--- src/rtl/alu32_pkg.sv ---
`timescale 1ns/1ps
package alu32_pkg;

    localparam int OP_W = 3;

    typedef enum logic [OP_W-1:0] {
        OP_AND  = 3'b000,
        OP_OR   = 3'b001,
        OP_ADD  = 3'b010,
        OP_RSV3 = 3'b011,
        OP_RSV4 = 3'b100,
        OP_RSV5 = 3'b101,
        OP_SUB  = 3'b110,
        OP_SLT  = 3'b111
    } alu_op_e;

endpackage

--- src/rtl/alu32_addsub.sv ---
`timescale 1ns/1ps
// Shared adder/subtractor. Subtraction inverts b and injects a carry-in.
module alu32_addsub #(
    parameter int WIDTH  = 32,
    parameter bit RIPPLE = 1'b0
) (
    input  logic [WIDTH-1:0] a_val,
    input  logic [WIDTH-1:0] b_val,
    input  logic             do_sub,
    output logic [WIDTH-1:0] sum_val
);

    logic [WIDTH-1:0] b_eff;

    assign b_eff = b_val ^ {WIDTH{do_sub}};

    generate
        if (RIPPLE) begin : g_ripple
            logic [WIDTH-1:0] carry;
            assign carry[0] = do_sub;
            for (genvar i = 0; i < WIDTH; i++) begin : g_bit
                assign sum_val[i] = a_val[i] ^ b_eff[i] ^ carry[i];
                if (i < WIDTH-1) begin : g_carry
                    assign carry[i+1] = (a_val[i] & b_eff[i])
                                      | (a_val[i] & carry[i])
                                      | (b_eff[i] & carry[i]);
                end
            end
        end else begin : g_behav
            assign sum_val = a_val + b_eff + {{(WIDTH-1){1'b0}}, do_sub};
        end
    endgenerate

endmodule

--- src/rtl/alu32_less.sv ---
`timescale 1ns/1ps
// Signed ordering from sign bits: when signs differ, the negative operand
// is the smaller; when they match, the difference cannot overflow.
module alu32_less (
    input  logic a_sign,
    input  logic b_sign,
    input  logic diff_sign,
    output logic is_less
);

    always_comb begin
        if (a_sign != b_sign) begin
            is_less = a_sign;
        end else begin
            is_less = diff_sign;
        end
    end

endmodule

--- src/rtl/alu32_zero.sv ---
`timescale 1ns/1ps
module alu32_zero #(
    parameter int WIDTH = 32
) (
    input  logic [WIDTH-1:0] word,
    output logic             all_zero
);

    assign all_zero = ~|word;

endmodule

--- src/rtl/alu32.sv ---
`timescale 1ns/1ps
module alu32 #(
    parameter int WIDTH  = 32,
    parameter bit RIPPLE = 1'b0
) (
    input  logic [WIDTH-1:0]          a_in,
    input  logic [WIDTH-1:0]          b_in,
    input  logic [alu32_pkg::OP_W-1:0] op_sel,
    output logic [WIDTH-1:0]          result,
    output logic                      zero_flag
);

    import alu32_pkg::*;

    localparam int MSB = WIDTH - 1;

    alu_op_e          op_code;
    logic             use_sub;
    logic [WIDTH-1:0] arith;
    logic             less;

    assign op_code = alu_op_e'(op_sel);
    assign use_sub = (op_code == OP_SUB) || (op_code == OP_SLT);

    alu32_addsub #(
        .WIDTH  (WIDTH),
        .RIPPLE (RIPPLE)
    ) u_addsub (
        .a_val   (a_in),
        .b_val   (b_in),
        .do_sub  (use_sub),
        .sum_val (arith)
    );

    alu32_less u_less (
        .a_sign    (a_in[MSB]),
        .b_sign    (b_in[MSB]),
        .diff_sign (arith[MSB]),
        .is_less   (less)
    );

    always_comb begin
        unique case (op_code)
            OP_AND:  result = a_in & b_in;
            OP_OR:   result = a_in | b_in;
            OP_ADD:  result = arith;
            OP_SUB:  result = arith;
            OP_SLT:  result = {{(WIDTH-1){1'b0}}, less};
            OP_RSV3: result = '0;
            OP_RSV4: result = '0;
            OP_RSV5: result = '0;
            default: result = '0;
        endcase
    end

    alu32_zero #(
        .WIDTH (WIDTH)
    ) u_zero (
        .word     (result),
        .all_zero (zero_flag)
    );

endmodule

--- config.mk ---
export PLATFORM = sky130hd
export DESIGN_NAME = alu32
export DESIGN_NICKNAME = d
export VERILOG_FILES = /design/src/rtl/alu32_pkg.sv /design/src/rtl/alu32_addsub.sv /design/src/rtl/alu32_less.sv /design/src/rtl/alu32_zero.sv /design/src/rtl/alu32.sv
export SDC_FILE = /design/constraint.sdc
export NUM_CORES = 1
export LEC_CHECK = 0
export ABC_AREA = 1
export BUFFER_PORTS_ARGS = -buffer_cell sky130_fd_sc_hd__buf_2
export CAP_MARGIN = 10
export CORE_ASPECT_RATIO = 1.1
export CORE_MARGIN = 2
export CORE_UTILIZATION = 40
export DETAILED_ROUTE_END_ITERATION = 10
export GPL_ROUTABILITY_DRIVEN = 0
export SETUP_SLACK_MARGIN = 0.2
export SLEW_MARGIN = 20
export SYNTH_ARGS = -nofsm -noshare
export SYNTH_HDL_FRONTEND = slang
export SYNTH_SLANG_ARGS = --single-unit
--- constraint.sdc ---
create_clock -name vclk -period 3.45
set_clock_uncertainty 0.1 [all_clocks]
set_input_delay 0.1725 -clock vclk [all_inputs]
set_output_delay 0.1725 -clock vclk [all_outputs]
set_load 0.05 [all_outputs]
==> Yosys cells after proc, flatten, opt, wreduce, memory -nomap -nowiden <==
Index checks and enable logic that the tools add are counted.
{ "totals": {"ff_bits": 0, "input_bits": 67, "word_cells": 21} }
{ "classes": {"add_sub_neg": 2, "eq_ne": 8, "muxes": 2, "bitwise": 3, "reduce_logical": 6} }
{ "ops": {"columns": ["operator", "n"], "rows": [
  ["$pmux 32 s5", 1],
  ["$add 32x1->32", 1],
  ["$add 32x32->32", 1],
  ["$and 32x32->32", 1],
  ["$or 32x32->32", 1],
  ["$reduce_or 32->1", 1],
  ["$xor 32x32->32", 1],
  ["$eq 3x3->1 const B", 4],
  ["$eq 3x2->1 const B", 2],
  ["$eq 3x1->1 const B", 1],
  ["$logic_not 3->1", 1],
  ["$reduce_or 3->1", 1],
  ["$reduce_or 2->1", 1],
  ["$logic_not 1->1", 1],
  ["$logic_or 1x1->1", 1],
  ["$mux 1", 1],
  ["$ne 1x1->1", 1]
]} }

==> Logic depth before layout (Yosys ltp) <==
Gate-level depths: netlist (run 1).
{ "logic_depth": {"ltp_word": 9, "depth_mapped": 22} }

==> By module <==
Synthesis (run 1) repeated with hierarchy kept, for this count alone.
{ "unflattened": {"hier_cells": 732, "hier_area_um2": 3803.6} }
{ "by_module_without_submodules": {"columns": ["mod", "instances", "cells_per_inst", "area_per_inst_um2", "seq_area_each_um2"], "rows": [
  ["alu32_addsub", 1, 480, 2587.5, 0.0],
  ["alu32", 1, 218, 1087.3, 0.0],
  ["alu32_zero", 1, 31, 116.4, 0.0],
  ["alu32_less", 1, 3, 12.5, 0.0]
]} }

==> Worst setup path before layout (run 1) <==
OpenSTA, ideal clock, no wires.
{ "synth_timing": {"kind": "input to output", "start": "input op_sel[1] in the netlist's numbering", "end": "output zero_flag", "arrival_time_ps": 3543, "path_slack_ps": -366, "stages": 17, "n_path_buf": 1, "cell_sequence": "nand2_2 buf_1 xnor2_1 fa_1 nand3_1 nand3_1 nand2_1 nand3_1 nand2_1 nand3b_1 nand3_1 nand3_1 nor2_1 nand2_1 nor2_1 nand3_1 nor2_1"} }
{ "synth_via": {"word_cells_on_any_way": 18} }
{ "synth_rtl": {"columns": ["item", "line_no", "rtl"], "rows": [
  ["start: declaration", "alu32.sv:8", "input logic [alu32_pkg::OP_W-1:0] op_sel,"],
  ["$eq 3x3->1", "alu32.sv:23, alu32.sv:43", null],
  ["$logic_or 1x1->1", "alu32.sv:23", "assign use_sub = (op_code == OP_SUB) || (op_code == OP_SLT);"],
  ["$xor 32x32->32", "alu32_addsub.sv:15", "assign b_eff = b_val ^ {WIDTH{do_sub}};"],
  ["$add 32x32->32", "alu32_addsub.sv:30", "assign sum_val = a_val + b_eff + {{(WIDTH-1){1'b0}}, do_sub};"],
  ["$add 32x1->32", "alu32_addsub.sv:30", null],
  ["$pmux 32 s5 (*)", "alu32.sv:43", "unique case (op_code)"],
  ["via result[16]", "alu32.sv:9", "output logic [WIDTH-1:0] result,"],
  ["$reduce_or 32->1 (*)", "alu32_zero.sv:9", "assign all_zero = ~|word;"],
  ["$logic_not 1->1 (*)", "alu32_zero.sv:9", null],
  ["end: declaration", "alu32.sv:10", "output logic zero_flag"]
]} }
The timed path passes the listed nets; every way through them passes the cells marked *.

==> Final worst setup path (run 1) <==
{ "layout_timing": {"start": "input op_sel[1] in the netlist's numbering", "end": "output zero_flag"} }
{ "layout_via": {"elab_chain_cells": 9, "word_cells_on_any_way": 18} }
{ "layout_lines": {"columns": ["item", "line_no", "rtl"], "rows": [
  ["$eq 3x3->1", "alu32.sv:23, alu32.sv:43", null],
  ["$logic_or 1x1->1", "alu32.sv:23", null],
  ["$xor 32x32->32", "alu32_addsub.sv:15", null],
  ["$add 32x32->32", "alu32_addsub.sv:30", null],
  ["$add 32x1->32", "alu32_addsub.sv:30", null],
  ["$mux 1", "alu32_less.sv:12", "if (a_sign != b_sign) begin"],
  ["$pmux 32 s5 (*)", "alu32.sv:43", null],
  ["$reduce_or 32->1 (*)", "alu32_zero.sv:9", null],
  ["$logic_not 1->1 (*)", "alu32_zero.sv:9", null]
]} }
Mark *: on every way between the ends. The rest lies on a longest branch, timed or not.

==> reports/results.ini, run 1 <==
[status]
status=finished clean

[placement]
hpwlAfterDp_um=10200
io_buffers=100
placed_area_um2=4240
place_ws_ns=0.0215
dp.cells=915

[synth]
synth_nets=809
synth_top_area_share_pct=24.5
syn-cell-area_um2=3530
synth_area_leaders=nand2_1 24%, nand3_1 13%, ha_1 13%
synth_seq_area_share_pct=0
yosysMostFrequentCell=nand2_1
synthTopCellsByCount=230 x nand2_1, 106 x inv_1, 93 x nand3_1
syn_inst=704
synth_cell_types=28
ys_warn_count=0
syn_area_per_cell_um2=5.02
yosysTopAreaCell=nand2_1

[floorplan]
placeableCoreArea_um2=8500
die_h_um=103
initial_core_util_pct=41.6
num_rows=35
dieArea_um2=9600
io_pins=100
dieWidth_um=93.6

[sta]
rsz0062_at_grt=no
finalSetupViolCount=0
max_freq_mhz=319
relSlewSlack_pct=44.5
whs_ns=0.733
period_needed_ns=3.14
slew_violations=0
hold_viol_final=0
worstMarginPinSlew_ns=0.830
setup_tns_ns=0
post-route-period-util_pct=91.0
setup_slack_ns=0.311

[critical_path]
critPathLaunchType=primary input
crit_type=in -> out
cpPeakStageDelay_ns=0.39
end_kind=primary output
critical_path_arrival_ns=2.87
crit_required_ns=3.18
crit_family=simple AND/OR/NAND/NOR gates
cp_num_buf_inv=4
cp_max_fo=5
path_cells=clkbuf_4 > nand2_8 > clkbuf_16 > xnor2_1 > ha_1 > nand2_2 > inv_1 > nand2_1 > nor2_2 > nand4_1 > nand3_1 > nand2_1 > nand3_1 > nand3_2 > nor2_4 > nand2_1 > nor2_4 > nand3_4 > nor2_4 > buf_8
crit_slowest_cell=ha_1

[drt]
drc=0
wl_um=12700
vias=4882
ant_nets=0
drtIter0Drc=260
firstDrtPassIters=5
wl_per_cell_um=13.7
vias_per_cell=5.25

[global_routing]
grt_overflow_total=0
grt_max_degree=21
grt_pass1_vias=4404
grt_pass1_wl_um=19400
antenna_found_initial=0
track_usage_pct=24.4

[final_layout]
regArea_um2=0
nNetsFinal=926
drive_gt1_share_pct=28.0
insertedDiodeCount=0
nClkBuffers=0
nFlopsAndLatches=0
syn2layout_area_growth_pct=36.1
instances_no_fill=930
stdcell_area_um2=4800
utilization_pct=56.6

[power]
cellPowerDensity_nw_per_um2=247
total_power_mw=1.19
pwr-share-comb_pct=100.0
swShare_pct=66.2
clockPowerShare_pct=0
leakagePower_nw=2.64
power_switching_mw=0.787
vdd_drop_max_uv=147
internal_power_mw=0.401
p_seq_share_pct=0

[flow_run]
cap_violations=0

[worst_hold_path]
min_path_type=in -> out

[clocking]
cts_hold_buffers=0

placed cells by master, fill, tap and decap left out, drive strengths merged, types with 10 or more instances in the layout:
master  count
a21oi      31
nand3b     11
o31ai      10
buf       123
nor2       67
nand3      94
inv       106
o21ai      42
ha         37
xnor2      31
nand2     235
final timing paths:
check / from / endpoint / slack, ns / cells after the start
setup / recovery: op_sel[1] / zero_flag / 0.31 / 20
hold / removal: a_in[5] / result[5] / 0.73 / 4
timing repair:
| item | in CTS | in global routing |
|---|---|---|
| buffers inserted | 0 | 12 |
| hold endpoints to repair | 0 | 0 |
| endpoints found under the setup margin | 1 | 1 |
| cloned | 0 | 3 |
| pin swaps | 0 | 44 |
| resized for setup | 8 | 107 |
cell type report:
class / instances / area (um^2)
well taps: 111 / 139
inverters: 106 / 398
repair buffers: 127 / 782
fillers: 901 / 3690
multi-input cells: 586 / 3490
power by group through the flow:
stage               Clock [mW]  Sequential [mW]  Combinational (mW)
global placement             0                0                1.02
CTS                          0                0                1.03
finish                       0                0                1.19
floorplan                    0                0               0.744
detailed placement           0                0                1.02
global route                 0                0                1.30
tightest hold or removal path: stages:
cell	delay, ns
buf_2	0.11
nand3_1	0.07
nand3_1	0.09
buf_2	0.22
kinds of logic (layout without fill, tap and decap cells):
group                    count (synthesis)  in the layout  share of synthesized area (%)
AO/OA/AOI/OAI                           90             90                           14.1
XOR/XNOR                                33             33                           8.19
adder cells (fa/ha/maj)                 38             38                           13.7
buffers and inverters                  118            233                           12.5
AND/OR/NAND/NOR                        425            425                           51.5
layer usage:
layer / part of all wire, % / global-route usage (%)
met1: 43 / 30.7
met2: 49 / 44.7
met3: 4.7 / 0.804
met4: 3.3 / 8.58
met5: 0 / 0
No activity file was read; power rests on OpenSTA's default activity.
==> inputs of run 2 (changes only) <==
==> constraint.sdc (replaced) <==
create_clock -name vclk -period 3.1
set_clock_uncertainty 0.1 [all_clocks]
set_input_delay 0.155 -clock vclk [all_inputs]
set_output_delay 0.155 -clock vclk [all_outputs]
set_load 0.05 [all_outputs]
==> run 2 against run 1 <==
Net effect: core utilization rose by 15 points; first-iteration DRC count is 44% higher; worst hold slack worse by 0.031 ns; critical path type unchanged; highest routed layer unchanged.
==> reports/results.ini, run 2 (synthesized netlist as in run 1, its figures left out) <==
[drt]
drc=0
firstDrtPassIters=5
wl_per_cell_um=14.9
wl_um=15000
drtIter0Drc=375
ant_nets=0
vias_per_cell=5.40
vias=5423

[final_layout]
syn2layout_area_growth_pct=72.3
multi_input_area_um2=4100
nFlopsAndLatches=0
instances_no_fill=1005
regArea_um2=0
nNetsFinal=1001
drive_gt1_share_pct=45.7
insertedDiodeCount=0
nFillCells=749
layout_commonest_cell=nand2_1
layout_common_cells=170 x nand2_1, 98 x inv_1, 97 x buf_4
nClkBuffers=0

[sta]
whs_ns=0.702
max_freq_mhz=328
hold_viol_final=0
slew_violations=0
rsz0062_at_grt=yes
worstMarginPinSlew_ns=0.832
period_needed_ns=3.04
post-route-period-util_pct=98.2
setup_slack_ns=0.0557
relSlewSlack_pct=44.4
finalSetupViolCount=0

[floorplan]
dieWidth_um=93.6
initial_core_util_pct=41.6
die_h_um=103
placeableCoreArea_um2=8500
num_rows=35
dieArea_um2=9600
io_pins=100

[global_routing]
grt_overflow_total=0
track_usage_pct=28.3
antenna_found_initial=0
grt_pass1_wl_um=22500
grt_max_degree=34
grt_pass1_vias=4888

[placement]
hpwlAfterDp_um=10800
dp.cells=977
place_ws_ns=-0.200
io_buffers=100

[critical_path]
critPathLaunchType=primary input
end_kind=primary output
crit_required_ns=2.84
cp_max_fo=6
crit_type=in -> out
critical_path_arrival_ns=2.79

[power]
leakagePower_nw=3.25
cellPowerDensity_nw_per_um2=286
total_power_mw=1.74
vdd_drop_max_uv=139

[worst_hold_path]
min_from=a_in[2]
min_path_type=in -> out
min_to=result[2]
holdPathStages=4

[flow_run]
cap_violations=0

[status]
status=finished clean

run 2: changes by cell type in the layout (fill, tap and decap cells not counted), sizes merged:
cell / before / now
clkbuf: 4 / 2
buf: 123 / 200
run 2: worst max-delay path by stage:
stage	startpoint	to	slack, ns	depth (start not counted)
floorplan	op_sel[1]	zero_flag	0.20	12
global placement	op_sel[1]	zero_flag	-0.17	19
detailed placement	op_sel[1]	zero_flag	-0.20	21
CTS	op_sel[2]	zero_flag	0.08	22
global route	op_sel[1]	zero_flag	-0.09	21
finish	op_sel[1]	zero_flag	0.06	21
run 2: stage by stage:
step	setup TNS [ns]	util [%]	area [um^2]
2_1_floorplan	0	-	3660
3_3_place_gp	-0.174	57.0	4840
3_5_place_dp	-0.200	57.0	4840
4_1_cts	0	61.9	5260
5_1_grt	-0.0885	71.6	6080
6_report	0	71.6	6080
run 2: layer usage:
metal | GRT usage (%) | share of wire (%)
met1 | 40.0 | 42
met2 | 49.1 | 48
met4 | 4.57 | 2.2
met5 | 0 | 0
met3 | 0.950 | 7.7
run 2: power by group:
| group | switching [mW] | internal, mW | total [mW] | leakage [nW] |
|---|---|---|---|---|
| sequential | 0 | 0 | 0 | 0 |
| clock | 0 | 0 | 0 | 0 |
| combinational | 1.04 | 0.695 | 1.74 | 3.25 |
run 2: area by class of cell:
type / count / share of cell area (%)
multi-input combinational: 586 / 67.4
inverter: 106 / 6.54
timing repair buffer: 202 / 23.7
tap: 111 / 2.28
run 2: timing repair:
item | 4_1_cts | 5_1_grt
pin swaps | 45 | 74
resized for setup | 85 | 166
buffers inserted | 9 | 15
endpoints found under the setup margin | 2 | 10
hold buffers | 0 | 0
cloned | 3 | 1
run 2: worst max-delay path: stages:
cell      delay (ns)
buf_8           0.09
nand2_8         0.11
buf_16          0.18
xnor2_2         0.12
ha_1            0.35
buf_6           0.13
nand2_2         0.05
nor2_1          0.10
nand3_1         0.08
nand3b_1        0.29
nand2_1         0.12
nand2_1         0.08
nand2_1         0.06
nand3_2         0.07
nand3_2         0.07
nor2_2          0.10
nand2_2         0.08
nor2_4          0.16
nand3_4         0.11
nor2_4          0.09
buf_6           0.16
==> inputs of run 3 (changes only) <==
--- a/config.mk
+++ b/config.mk
@@ -5,7 +5,6 @@
 export SDC_FILE = /design/constraint.sdc
 export NUM_CORES = 1
 export LEC_CHECK = 0
-export ABC_AREA = 1
 export BUFFER_PORTS_ARGS = -buffer_cell sky130_fd_sc_hd__buf_2
 export CAP_MARGIN = 10
 export CORE_ASPECT_RATIO = 1.1
@@ -13,6 +12,9 @@
 export CORE_UTILIZATION = 40
 export DETAILED_ROUTE_END_ITERATION = 10
 export GPL_ROUTABILITY_DRIVEN = 0
+export MAX_ROUTING_LAYER = met4
+export PLACE_DENSITY = 0.65
+export REMOVE_ABC_BUFFERS = 1
 export SETUP_SLACK_MARGIN = 0.2
 export SLEW_MARGIN = 20
 export SYNTH_ARGS = -nofsm -noshare
==> run 3 against run 2 <==
Net effect: the run now ends with negative setup slack left; die area fell by 9.0%; cell count is 11% lower; area after synthesis is 9.4% lower; sequential cell count did not move; synthesized cell count decreased by 32%; wire length up 42%; first-iteration DRC count up 59%; critical endpoint is now result[29]; largest power group unchanged.
==> reports/results.ini, run 3 <==
[critical_path]
end_kind=primary output
cpMostUsedCell=buf_4
path_cells=buf_8 > nand2_8 > buf_12 > xnor2_1 > ha_1 > a21oi_2 > buf_4 > o21a_1 > a2111oi_4 > nor2_2 > o41ai_2 > xnor2_1 > o21ai_1 > buf_4 > buf_4 > buf_4 > buf_4 > buf_4 > buf_4 > buf_4 > buf_4 > buf_8
critPathLaunchType=primary input
crit_slowest_cell=ha_1
cpPeakStageDelay_ns=0.51
crit_type=in -> out
cp_max_fo=7
crit_required_ns=2.84
critical_path_arrival_ns=4.05

[drt]
wl_um=21200
drtIter0Drc=596
drc=0
firstDrtPassIters=7
vias_per_cell=6.54
vias=5830
ant_nets=0
wl_per_cell_um=23.8

[power]
vdd_drop_max_uv=213
clockPowerShare_pct=0
pwr-share-comb_pct=100.0
leakagePower_nw=3.14
cellPowerDensity_nw_per_um2=353
power_switching_mw=1.29
p_seq_share_pct=0
internal_power_mw=1.14
swShare_pct=53.1

[global_routing]
grt_max_degree=22
track_usage_pct=36.5
grt_overflow_total=0
antenna_found_initial=0
grt_pass1_vias=5390
grt_pass1_wl_um=24900

[floorplan]
num_rows=34
io_pins=100
dieArea_um2=8730
dieWidth_um=89.3
initial_core_util_pct=40.9
die_h_um=97.8
placeableCoreArea_um2=7830

[sta]
slew_violations=0
hold_viol_final=0
period_needed_ns=4.31
post-route-period-util_pct=139
rsz0062_at_grt=yes
setup_slack_ns=-1.21
worstMarginPinSlew_ns=0.638
finalSetupViolCount=18
max_freq_mhz=232
relSlewSlack_pct=56.4

[synth]
synth_cell_types=67
synth_seq_area_share_pct=0
syn-cell-area_um2=3200
syn_inst=476
synth_area_leaders=ha_1 14%, xnor2_1 12%, maj3_1 8.5%
yosysMostFrequentCell=nand2_1
ys_warn_count=0
syn_area_per_cell_um2=6.72
synth_top_area_share_pct=14.5
yosysTopAreaCell=ha_1
synthTopCellsByCount=54 x nand2_1, 48 x a21oi_1, 45 x xnor2_1

[final_layout]
syn2layout_area_growth_pct=115
nFlopsAndLatches=0
instances_no_fill=892
stdcell_area_um2=6890
drive_gt1_share_pct=58.7
nNetsFinal=891
insertedDiodeCount=0
layout_commonest_cell=buf_4
regArea_um2=0
layout_common_cells=193 x buf_4, 74 x buf_2, 50 x nand2_1
nClkBuffers=0

[placement]
placed_area_um2=5170
dp.cells=847
hpwlAfterDp_um=10900
io_buffers=100

[worst_hold_path]
min_path_type=in -> out

[clocking]
cts_hold_buffers=0

[flow_run]
cap_violations=0

[status]
violations=negative setup slack
status=finished, violations left

[run 3: cell types whose count changed in the layout (fill, tap and decap cells not counted), sizes merged, moves of 7 or more]
cell    delta
inv       -91
buf      +135
maj3      +27
o31ai      -9
a21o       +9
a21oi     +19
nand3     -83
xor2       +7
nand3b    -10
nor3       +8
xnor2     +14
nand2    -181
nor2      -31
[run 3: path summary, 6_finish.rpt]
| check | from | endpoint | slack (ns) | cells after the start |
|---|---|---|---|---|
| min | b_in[28] | zero_flag | 0.80 | 6 |
| max | op_sel[2] | result[29] | -1.21 | 22 |
[run 3: through the flow]
stage               setup TNS, ns  setup WS [ns]  util (%)  power, mW  hold WS (ns)
detailed placement          -5.86          -1.18      66.1       1.60         0.826
floorplan                  -25.50          -2.67         -      0.861         0.620
finish                      -5.87          -1.21      88.0       2.43         0.797
global placement            -5.15          -1.19      66.1       1.57         0.817
CTS                         -2.75         -0.929      78.4       1.94         0.788
global route                -9.62          -1.41      88.0       2.52         0.828
[run 3: metal layers]
metal  track usage (%)  share of wire (%)  vias to the layer above
li1                  -                  -                     2408
met1              37.2                 30                     2578
met2              64.4                 46                      575
met3              4.73                 12                      269
met4              21.6                 12                        0
met5                 -                  0                        -
[run 3: critical path, delay by kind of cell]
kind	cells	cell delay, ns
adders and majority gates	1	0.51
buffers and inverters	12	1.57
xor gates and xnor gates	2	0.38
AOI/OAI and AO/OA	5	1.26
and+or+nand+nor	2	0.17
[run 3: timing repair]
item / in CTS / in global routing
pin swaps: 46 / 32
buffers inserted: 28 / 17
endpoints found under the setup margin: 22 / 27
gates resized for setup: 175 / 112
[run 3: layout make-up]
| class | instances | area (um^2) |
|---|---|---|
| multi-input combinational | 433 | 3970 |
| timing repair buffer | 336 | 2720 |
| fill | 366 | 937 |
| tap | 108 | 135 |
| inverter | 15 | 58.8 |
[run 3: power groups by stage]
stage	registers (mW)	logic [mW]	clock network [mW]
after floorplan	0	0.861	0
after global routing	0	2.52	0
final	0	2.43	0
after global placement	0	1.57	0
after detailed placement	0	1.60	0
after CTS	0	1.94	0
[run 3: cell families (layout without fill, tap and decap cells)]
logic type / count (synthesis) / after routing / share of synthesized area, %
fa+ha+maj: 65 / 65 / 23.6
simple gates: 156 / 156 / 23.9
mux: 3 / 3 / 0.978
buf+inv: 43 / 351 / 5.59
compound gates: 155 / 155 / 31.2
xor+xnor: 54 / 54 / 14.8
